$ cat config.mk
export PLATFORM = sky130hd
export DESIGN_NAME = stripe_framer
export DESIGN_NICKNAME = d
export VERILOG_FILES = /design/src/rtl/fr_pkg.sv /design/src/rtl/fr_gap_sel.sv /design/src/rtl/fr_frame_ctrl.sv /design/src/rtl/fr_lane_enc.sv /design/src/rtl/stripe_framer.sv
export SDC_FILE = /design/constraint.sdc
export NUM_CORES = 1
export LEC_CHECK = 0
export BUFFER_PORTS_ARGS = -buffer_cell sky130_fd_sc_hd__buf_2
export CAP_MARGIN = 20
export CORE_MARGIN = 2
export CORE_UTILIZATION = 30
export CTS_CLUSTER_DIAMETER = 60
export DETAILED_ROUTE_END_ITERATION = 10
export GPL_TIMING_DRIVEN = 0
export PLACE_DENSITY_LB_ADDON = 0.15
export SLEW_MARGIN = 20
export SYNTH_ARGS = -nofsm -noshare
export SYNTH_HDL_FRONTEND = slang
export SYNTH_SLANG_ARGS = --single-unit
$ cat constraint.sdc
create_clock -name clk -period 3.05 [get_ports clk]
set_input_delay 0.4575 -clock clk [delete_from_list [all_inputs] [get_ports clk]]
set_output_delay 0.4575 -clock clk [all_outputs]
set_load 0.01 [all_outputs]
$ cat src/rtl/fr_pkg.sv
package fr_pkg;

    localparam int unsigned LANE_W = 10;

    localparam logic [7:0] PAIR_IDLE  = 8'h77;
    localparam logic [7:0] PAIR_START = 8'h12;
    localparam logic [7:0] PAIR_END   = 8'h34;
    localparam logic [7:0] PAIR_ABORT = 8'h55;

    typedef enum logic [2:0] {
        LK_IDLE,
        LK_START,
        LK_END,
        LK_ABORT,
        LK_DATA
    } lane_kind_e;

    typedef enum logic [2:0] {
        FS_GAP,
        FS_WAIT,
        FS_BODY,
        FS_CLOSE,
        FS_REJECT,
        FS_DRAIN
    } fsm_e;

    typedef struct packed {
        logic       par;
        logic       ctrl;
        logic [7:0] pair;
    } lane_word_t;

    localparam lane_word_t IDLE_WORD = '{par: 1'b0, ctrl: 1'b1, pair: PAIR_IDLE};

    function automatic lane_word_t encode_lane(lane_kind_e kind,
                                               logic [7:0] dbyte,
                                               logic par_en);
        lane_word_t w;
        w.ctrl = 1'b1;
        case (kind)
            LK_START: w.pair = PAIR_START;
            LK_END:   w.pair = PAIR_END;
            LK_ABORT: w.pair = PAIR_ABORT;
            LK_DATA: begin
                w.ctrl = 1'b0;
                w.pair = dbyte;
            end
            default:  w.pair = PAIR_IDLE;
        endcase
        w.par = par_en ? ~^{w.ctrl, w.pair} : 1'b0;
        return w;
    endfunction

endpackage

$ cat src/rtl/fr_gap_sel.sv
module fr_gap_sel #(
    parameter int unsigned GAP_W   = 4,
    parameter int unsigned DEF_GAP = 8,
    parameter int unsigned MIN_GAP = 4
) (
    input  logic [GAP_W-1:0] cfg_gap,
    output logic [GAP_W-1:0] eff_gap
);
    always_comb begin
        if (cfg_gap == '0)
            eff_gap = GAP_W'(DEF_GAP);
        else if (32'(cfg_gap) < MIN_GAP)
            eff_gap = GAP_W'(MIN_GAP);
        else
            eff_gap = cfg_gap;
    end
endmodule

$ cat src/rtl/fr_frame_ctrl.sv
module fr_frame_ctrl
    import fr_pkg::*;
#(
    parameter int unsigned MIN_LEN = 3,
    parameter int unsigned MAX_LEN = 4500,
    parameter int unsigned GAP_W   = 4
) (
    input  logic             clk,
    input  logic             rst,
    input  logic             s_valid,
    input  logic             s_last,
    input  logic [GAP_W-1:0] eff_gap,
    output logic             s_ready,
    output lane_kind_e       kind,
    output logic             err_set
);
    localparam int unsigned CNT_W = $clog2(MAX_LEN + 1);

    fsm_e             state, nstate;
    logic [CNT_W-1:0] wcnt, nwcnt;
    logic [GAP_W-1:0] gcnt, ngcnt;

    always_comb begin
        nstate  = state;
        nwcnt   = wcnt;
        ngcnt   = gcnt;
        kind    = LK_IDLE;
        err_set = 1'b0;
        s_ready = 1'b0;
        case (state)
            FS_GAP: begin
                ngcnt = gcnt + 1'b1;
                if (32'(gcnt) + 1 >= 32'(eff_gap)) begin
                    nstate = FS_WAIT;
                    ngcnt  = '0;
                end
            end
            FS_WAIT: begin
                if (s_valid) begin
                    kind   = LK_START;
                    nstate = FS_BODY;
                    nwcnt  = '0;
                end
            end
            FS_BODY: begin
                s_ready = 1'b1;
                if (s_valid) begin
                    if (wcnt == CNT_W'(MAX_LEN)) begin
                        kind    = LK_ABORT;
                        err_set = 1'b1;
                        ngcnt   = '0;
                        nstate  = s_last ? FS_GAP : FS_DRAIN;
                    end else begin
                        kind  = LK_DATA;
                        nwcnt = wcnt + 1'b1;
                        if (s_last)
                            nstate = (32'(wcnt) + 1 < MIN_LEN) ? FS_REJECT : FS_CLOSE;
                    end
                end
            end
            FS_CLOSE: begin
                kind   = LK_END;
                nstate = FS_GAP;
                ngcnt  = '0;
            end
            FS_REJECT: begin
                kind    = LK_ABORT;
                err_set = 1'b1;
                nstate  = FS_GAP;
                ngcnt   = '0;
            end
            FS_DRAIN: begin
                s_ready = 1'b1;
                if (s_valid && s_last) begin
                    nstate = FS_GAP;
                    ngcnt  = '0;
                end
            end
            default: nstate = FS_GAP;
        endcase
    end

    always_ff @(posedge clk) begin
        if (rst) begin
            state <= FS_GAP;
            wcnt  <= '0;
            gcnt  <= '0;
        end else begin
            state <= nstate;
            wcnt  <= nwcnt;
            gcnt  <= ngcnt;
        end
    end


    wcnt_bound_chk: assert property (@(posedge clk) disable iff (rst)
        32'(wcnt) <= MAX_LEN);


    drain_silent_chk: assert property (@(posedge clk) disable iff (rst)
        (state == FS_DRAIN) |-> (kind == LK_IDLE));


    wait_stall_chk: assert property (@(posedge clk) disable iff (rst)
        (kind == LK_START) |=> s_ready);

endmodule

$ cat src/rtl/fr_lane_enc.sv
module fr_lane_enc
    import fr_pkg::*;
(
    input  logic              clk,
    input  logic              rst,
    input  lane_kind_e        kind,
    input  logic [7:0]        dbyte,
    input  logic              par_en,
    output logic [LANE_W-1:0] lane_q
);
    lane_word_t nxt;

    always_comb nxt = encode_lane(kind, dbyte, par_en);

    always_ff @(posedge clk) begin
        if (rst)
            lane_q <= IDLE_WORD;
        else
            lane_q <= nxt;
    end


    par_off_chk: assert property (@(posedge clk) disable iff (rst)
        !par_en |=> (lane_q[LANE_W-1] == 1'b0));
endmodule

$ cat src/rtl/stripe_framer.sv
module stripe_framer
    import fr_pkg::*;
#(
    parameter int unsigned LANES   = 4,
    parameter int unsigned MIN_LEN = 3,
    parameter int unsigned MAX_LEN = 4500,
    parameter int unsigned GAP_W   = 4,
    parameter int unsigned DEF_GAP = 8,
    parameter int unsigned MIN_GAP = 4
) (
    input  logic                         clk,
    input  logic                         rst,
    input  logic                         par_en,
    input  logic [GAP_W-1:0]             cfg_gap,
    input  logic                         s_valid,
    output logic                         s_ready,
    input  logic [LANES*8-1:0]           s_data,
    input  logic                         s_last,
    output logic [LANES-1:0][LANE_W-1:0] lane_o,
    output logic                         len_err
);
    logic [GAP_W-1:0] eff_gap;
    lane_kind_e       kind;
    logic             err_set;

    fr_gap_sel #(
        .GAP_W  (GAP_W),
        .DEF_GAP(DEF_GAP),
        .MIN_GAP(MIN_GAP)
    ) u_gap (
        .cfg_gap(cfg_gap),
        .eff_gap(eff_gap)
    );

    fr_frame_ctrl #(
        .MIN_LEN(MIN_LEN),
        .MAX_LEN(MAX_LEN),
        .GAP_W  (GAP_W)
    ) u_ctrl (
        .clk    (clk),
        .rst    (rst),
        .s_valid(s_valid),
        .s_last (s_last),
        .eff_gap(eff_gap),
        .s_ready(s_ready),
        .kind   (kind),
        .err_set(err_set)
    );

    for (genvar i = 0; i < LANES; i++) begin : g_lane
        fr_lane_enc u_enc (
            .clk   (clk),
            .rst   (rst),
            .kind  (kind),
            .dbyte (s_data[8*i +: 8]),
            .par_en(par_en),
            .lane_q(lane_o[i])
        );
    end

    always_ff @(posedge clk) begin
        if (rst)
            len_err <= 1'b0;
        else
            len_err <= err_set;
    end

    logic [LANES-1:0] ctrl_bits;
    always_comb
        for (int i = 0; i < LANES; i++) ctrl_bits[i] = lane_o[i][8];


    lanes_lockstep_chk: assert property (@(posedge clk) disable iff (rst)
        (ctrl_bits == '0) || (ctrl_bits == '1));


    err_marks_abort_chk: assert property (@(posedge clk) disable iff (rst)
        len_err |-> (lane_o[0][8] && lane_o[LANES-1][7:0] == PAIR_ABORT));


    start_after_idle_chk: assert property (@(posedge clk) disable iff (rst)
        (lane_o[0][8] && lane_o[0][7:0] == PAIR_START)
            |-> ($past(lane_o[0][7:0]) == PAIR_IDLE));


    end_stalls_host_chk: assert property (@(posedge clk) disable iff (rst)
        (lane_o[0][8] && lane_o[0][7:0] == PAIR_END) |-> !s_ready);

endmodule

==> summary.md <==
| Metric | Value |
|---|---|
| Synth top area cells | sky130_fd_sc_hd__dfxtp_1 35%, sky130_fd_sc_hd__nor2_1 4.7%, sky130_fd_sc_hd__a21oi_1 4.3% |
| Final instance area | 4070 um2 |
| Vertical die dimension | 109 um |
| Biggest area consumer among synthesized cells | sky130_fd_sc_hd__dfxtp_1 |
| Share of post-route cells with drive strength above 1 | 0.265 |
| Buffers added on ports | 82 |
| Seq/Total Area, Yosys | 0.353 |
| Number of synthesized flops with an enable pin | 0 |
| Number of pins with negative max-slew slack in the final report | 0 |
| Main combinational cell family by area after synthesis | simple AND/OR/NAND/NOR gates |
| Count of clock tree sinks | slightly below 60 |
| Estimated wirelength of the detail-placed design | around 7 mm |
| PD cells | between 600 and 700 nW/um2 |
| Sort of element at the end of the critical path | flop |
| Worst hold-check path type | in2reg |
| Die extent in x | 109 um |
| RSZ-0062 raised after global routing | no |
| Number of resized instances in the post-cts repair step | 0 |
| Layout overhead on the synthesized area | 23.7% |
| Cell count after synthesis | 401 |
| Detailed-routing iteration count for the pre-antenna-repair pass | 4 |
| # hold bufs at CTS | 0 |
| Initial antenna violation count | 0 |
| Flip-flop and latch count after synthesis | 58 |
| Post-synth top cells | 58 x sky130_fd_sc_hd__dfxtp_1, 41 x sky130_fd_sc_hd__nor2_1, 28 x sky130_fd_sc_hd__a21oi_1 |
| Syn Std Cell Area | 3290 um2 |
| Final hold slack | between 0.3 and 0.4 ns |
| Routability Congestion | around 0.8 |
| Max frequency | 374 MHz |
| Average instance area after synthesis | 8.21 um2 |
| Top-level port count | a little over 80 |
| Num rows | 38 |
| # DRC | 0 |
| Library cells used by synthesis | just under 60 |
| Number of buffers inserted by post-CTS setup repair | 0 |
| Count of final setup violators | 0 |
| Setup crit start kind | flop |
| Initial core utilization | 0.305 |
| Insertion delay to the later sink of the worst-skew pair | 0.34 ns |
| Worst clock skew | around 0.0096 ns |
| Multiplexer share of the synthesized area | 0.00913 |
| Synth Area in Compound Gates | 0.222 |
| Number of buffers created by CTS | 9 |
| Global-route usage over all layers | 0.163 |
| Maximum VDD drop | between 0.2 and 0.25 mV |
| Tightest Pin Transition | approximately 0.77 ns |
| Total congestion overflow after global routing | 0 |
| CTS tree | done |
| ANT cells | 0 |
| Clock input transition at the sequential cells of the worst setup and hold paths | roughly 0.070 ns |
| Period minus WS final | between 2 and 3 ns |
| CP Data Required Time | roughly 3.3 ns |
| Synth Area in Simple Gates | 0.266 |
| Drt initial violations | approximately 160 |
| Post-route antenna net violation count | 0 |
| Total via count in the routed design | around 3200 |
| Run status | finished, final reports clean |
| Start point of the worst hold path | s_data[4] |
| Vias in the first global route | between 3000 and 4000 |
| Sum of negative setup slack | 0 ns |
| H-tree Lvls | 3 |
| Final worst path period share | 0.876 |
| Maximum number of pins on one net before global-route repair | 11 |
| Post-layout net count | about 540 |
| Total number of yosys warnings | 0 |
| Maximum root-to-sink buffer count | 2 |
| Root buffer cell | sky130_fd_sc_hd__clkbuf_8 |
| Async set-reset flop share out of synthesis | 0 |
| Syn_nets | between 400 and 500 |
| Startpoint of the most critical register-to-register path | u_ctrl.wcnt[0] |
| Parity-gate share of the synthesized area counting xor and xnor cells | 0.0639 |
| Total wire length | approximately 9.4 mm |
| Placement-stage cell area | 3880 um2 |
| Share of synthesized cell area in full adder, half adder and majority cells | 0.0304 |
| Pleak | roughly 1.7 nW |
| Die footprint | 11800 um2 |
| Via density per instance | just under 5 |
| WS Path Type | reg2reg |
| Relative slew margins | 0.482 |
| Commonest register cell after synthesis | sky130_fd_sc_hd__dfxtp_1 |
| Core area | 10800 um2 |
| Signal arrival time at the worst endpoint | around 2.9 ns |
| Wire length of the first global-routing pass | around 15 mm |
| CP startpoint | u_ctrl.wcnt[0] |
| Fraction of synthesized cell area taken by the top area cell type | 0.353 |
| Wire per inst | 14.7 um |
| Crit path max fanout | 10 |
| MaxCap Viol Count | 0 |
| Number of failing hold endpoints at the final stage | 0 |
| Cell with the most instances after synthesis | sky130_fd_sc_hd__dfxtp_1 |
## power by group
part / internal, mW / switching, mW / total [mW] / leakage [nW]
Clock: 0.358 / 0.318 / 0.676 / 0.0944
Combinational: 0.454 / 0.695 / 1.15 / 1.11
Sequential: 0.868 / 0.0479 / 0.916 / 0.472
Total: 1.68 / 1.06 / 2.74 / 1.68
## worst paths after layout
check                              end  slack (ns)  cells past startpoint
min reg2reg             u_ctrl.gcnt[1]        0.54                      2
min          g_lane[0].u_enc.lane_q[4]        0.34                      2
max reg2reg             u_ctrl.wcnt[8]        0.38                      9
max                     u_ctrl.wcnt[8]        0.38                      9
## metrics by stage
| stage | worst slack, ns | power [mW] | util | cells |
|---|---|---|---|---|
| CTS | 0.297 | 2.78 | 0.377 | 639 |
| detailed placement | 0.324 | 2.09 | 0.359 | 623 |
| global placement | 0.341 | 2.07 | 0.359 | 623 |
| global route | 0.135 | 2.96 | 0.377 | 639 |
| finish | 0.377 | 2.74 | 0.377 | 639 |
| floorplan | 0.690 | 1.73 | - | 401 |
## cell type report
class,instances,area (um2)
fillers,1145,6720
multi-input cells,304,1950
flip-flops and latches,58,1160
repair buffers,82,410
well taps,140,175
clock buffers,12,165
plain buffers,29,146
inverters,10,37.5
clock inverters,4,25.0
## critical path: stages (launching register included)
cell and delay (ns):
sky130_fd_sc_hd__dfxtp_1 0.47, sky130_fd_sc_hd__inv_1 0.10, sky130_fd_sc_hd__ha_1 0.21, sky130_fd_sc_hd__and4b_1 0.16
sky130_fd_sc_hd__and3_1 0.16, sky130_fd_sc_hd__buf_2 0.18, sky130_fd_sc_hd__nor2_2 0.36, sky130_fd_sc_hd__clkbuf_1 0.55
sky130_fd_sc_hd__a21oi_1 0.13, sky130_fd_sc_hd__a211oi_1 0.25
## layout by cell type, fill, tap and decap left out, types with 12 or more instances in the layout
master / netlist / layout
sky130_fd_sc_hd__buf_2: 9 / 91
sky130_fd_sc_hd__dfxtp_1: 58 / 58
sky130_fd_sc_hd__nor2_1: 41 / 41
sky130_fd_sc_hd__a21oi_1: 28 / 28
sky130_fd_sc_hd__nand2_1: 26 / 26
sky130_fd_sc_hd__o21ai_0: 23 / 23
sky130_fd_sc_hd__xnor2_1: 15 / 15
sky130_fd_sc_hd__nor3_1: 14 / 13
sky130_fd_sc_hd__clkbuf_1: 12 / 12
sky130_fd_sc_hd__clkbuf_8: 0 / 12
## logic make-up after synthesis
family / Yosys count
AND/OR/NAND/NOR: 157
AO/OA/AOI/OAI: 112
flip-flops: 58
buffers and inverters: 39
XOR/XNOR: 24
adder cells (fa/ha/maj): 8
multiplexers: 3
## flip-flops by register name (all words and copies together) (netlist names)
register,count
g_lane.u_enc.lane_q,37
u_ctrl.wcnt,13
u_ctrl.gcnt,4
u_ctrl.state,3
len_err,1
## per-layer routing
| metal | global-route usage | up-vias | wire, um |
|---|---|---|---|
| met2 | 0.288 | 74 | 4460 |
| met1 | 0.197 | 1462 | 4400 |
| li1 | - | 1621 | - |
| met4 | 0.0476 | 0 | 97 |
| met3 | 0.0383 | 9 | 473 |
| met5 | 0 | - | 0 |
Power figures use the tool's default switching activity.
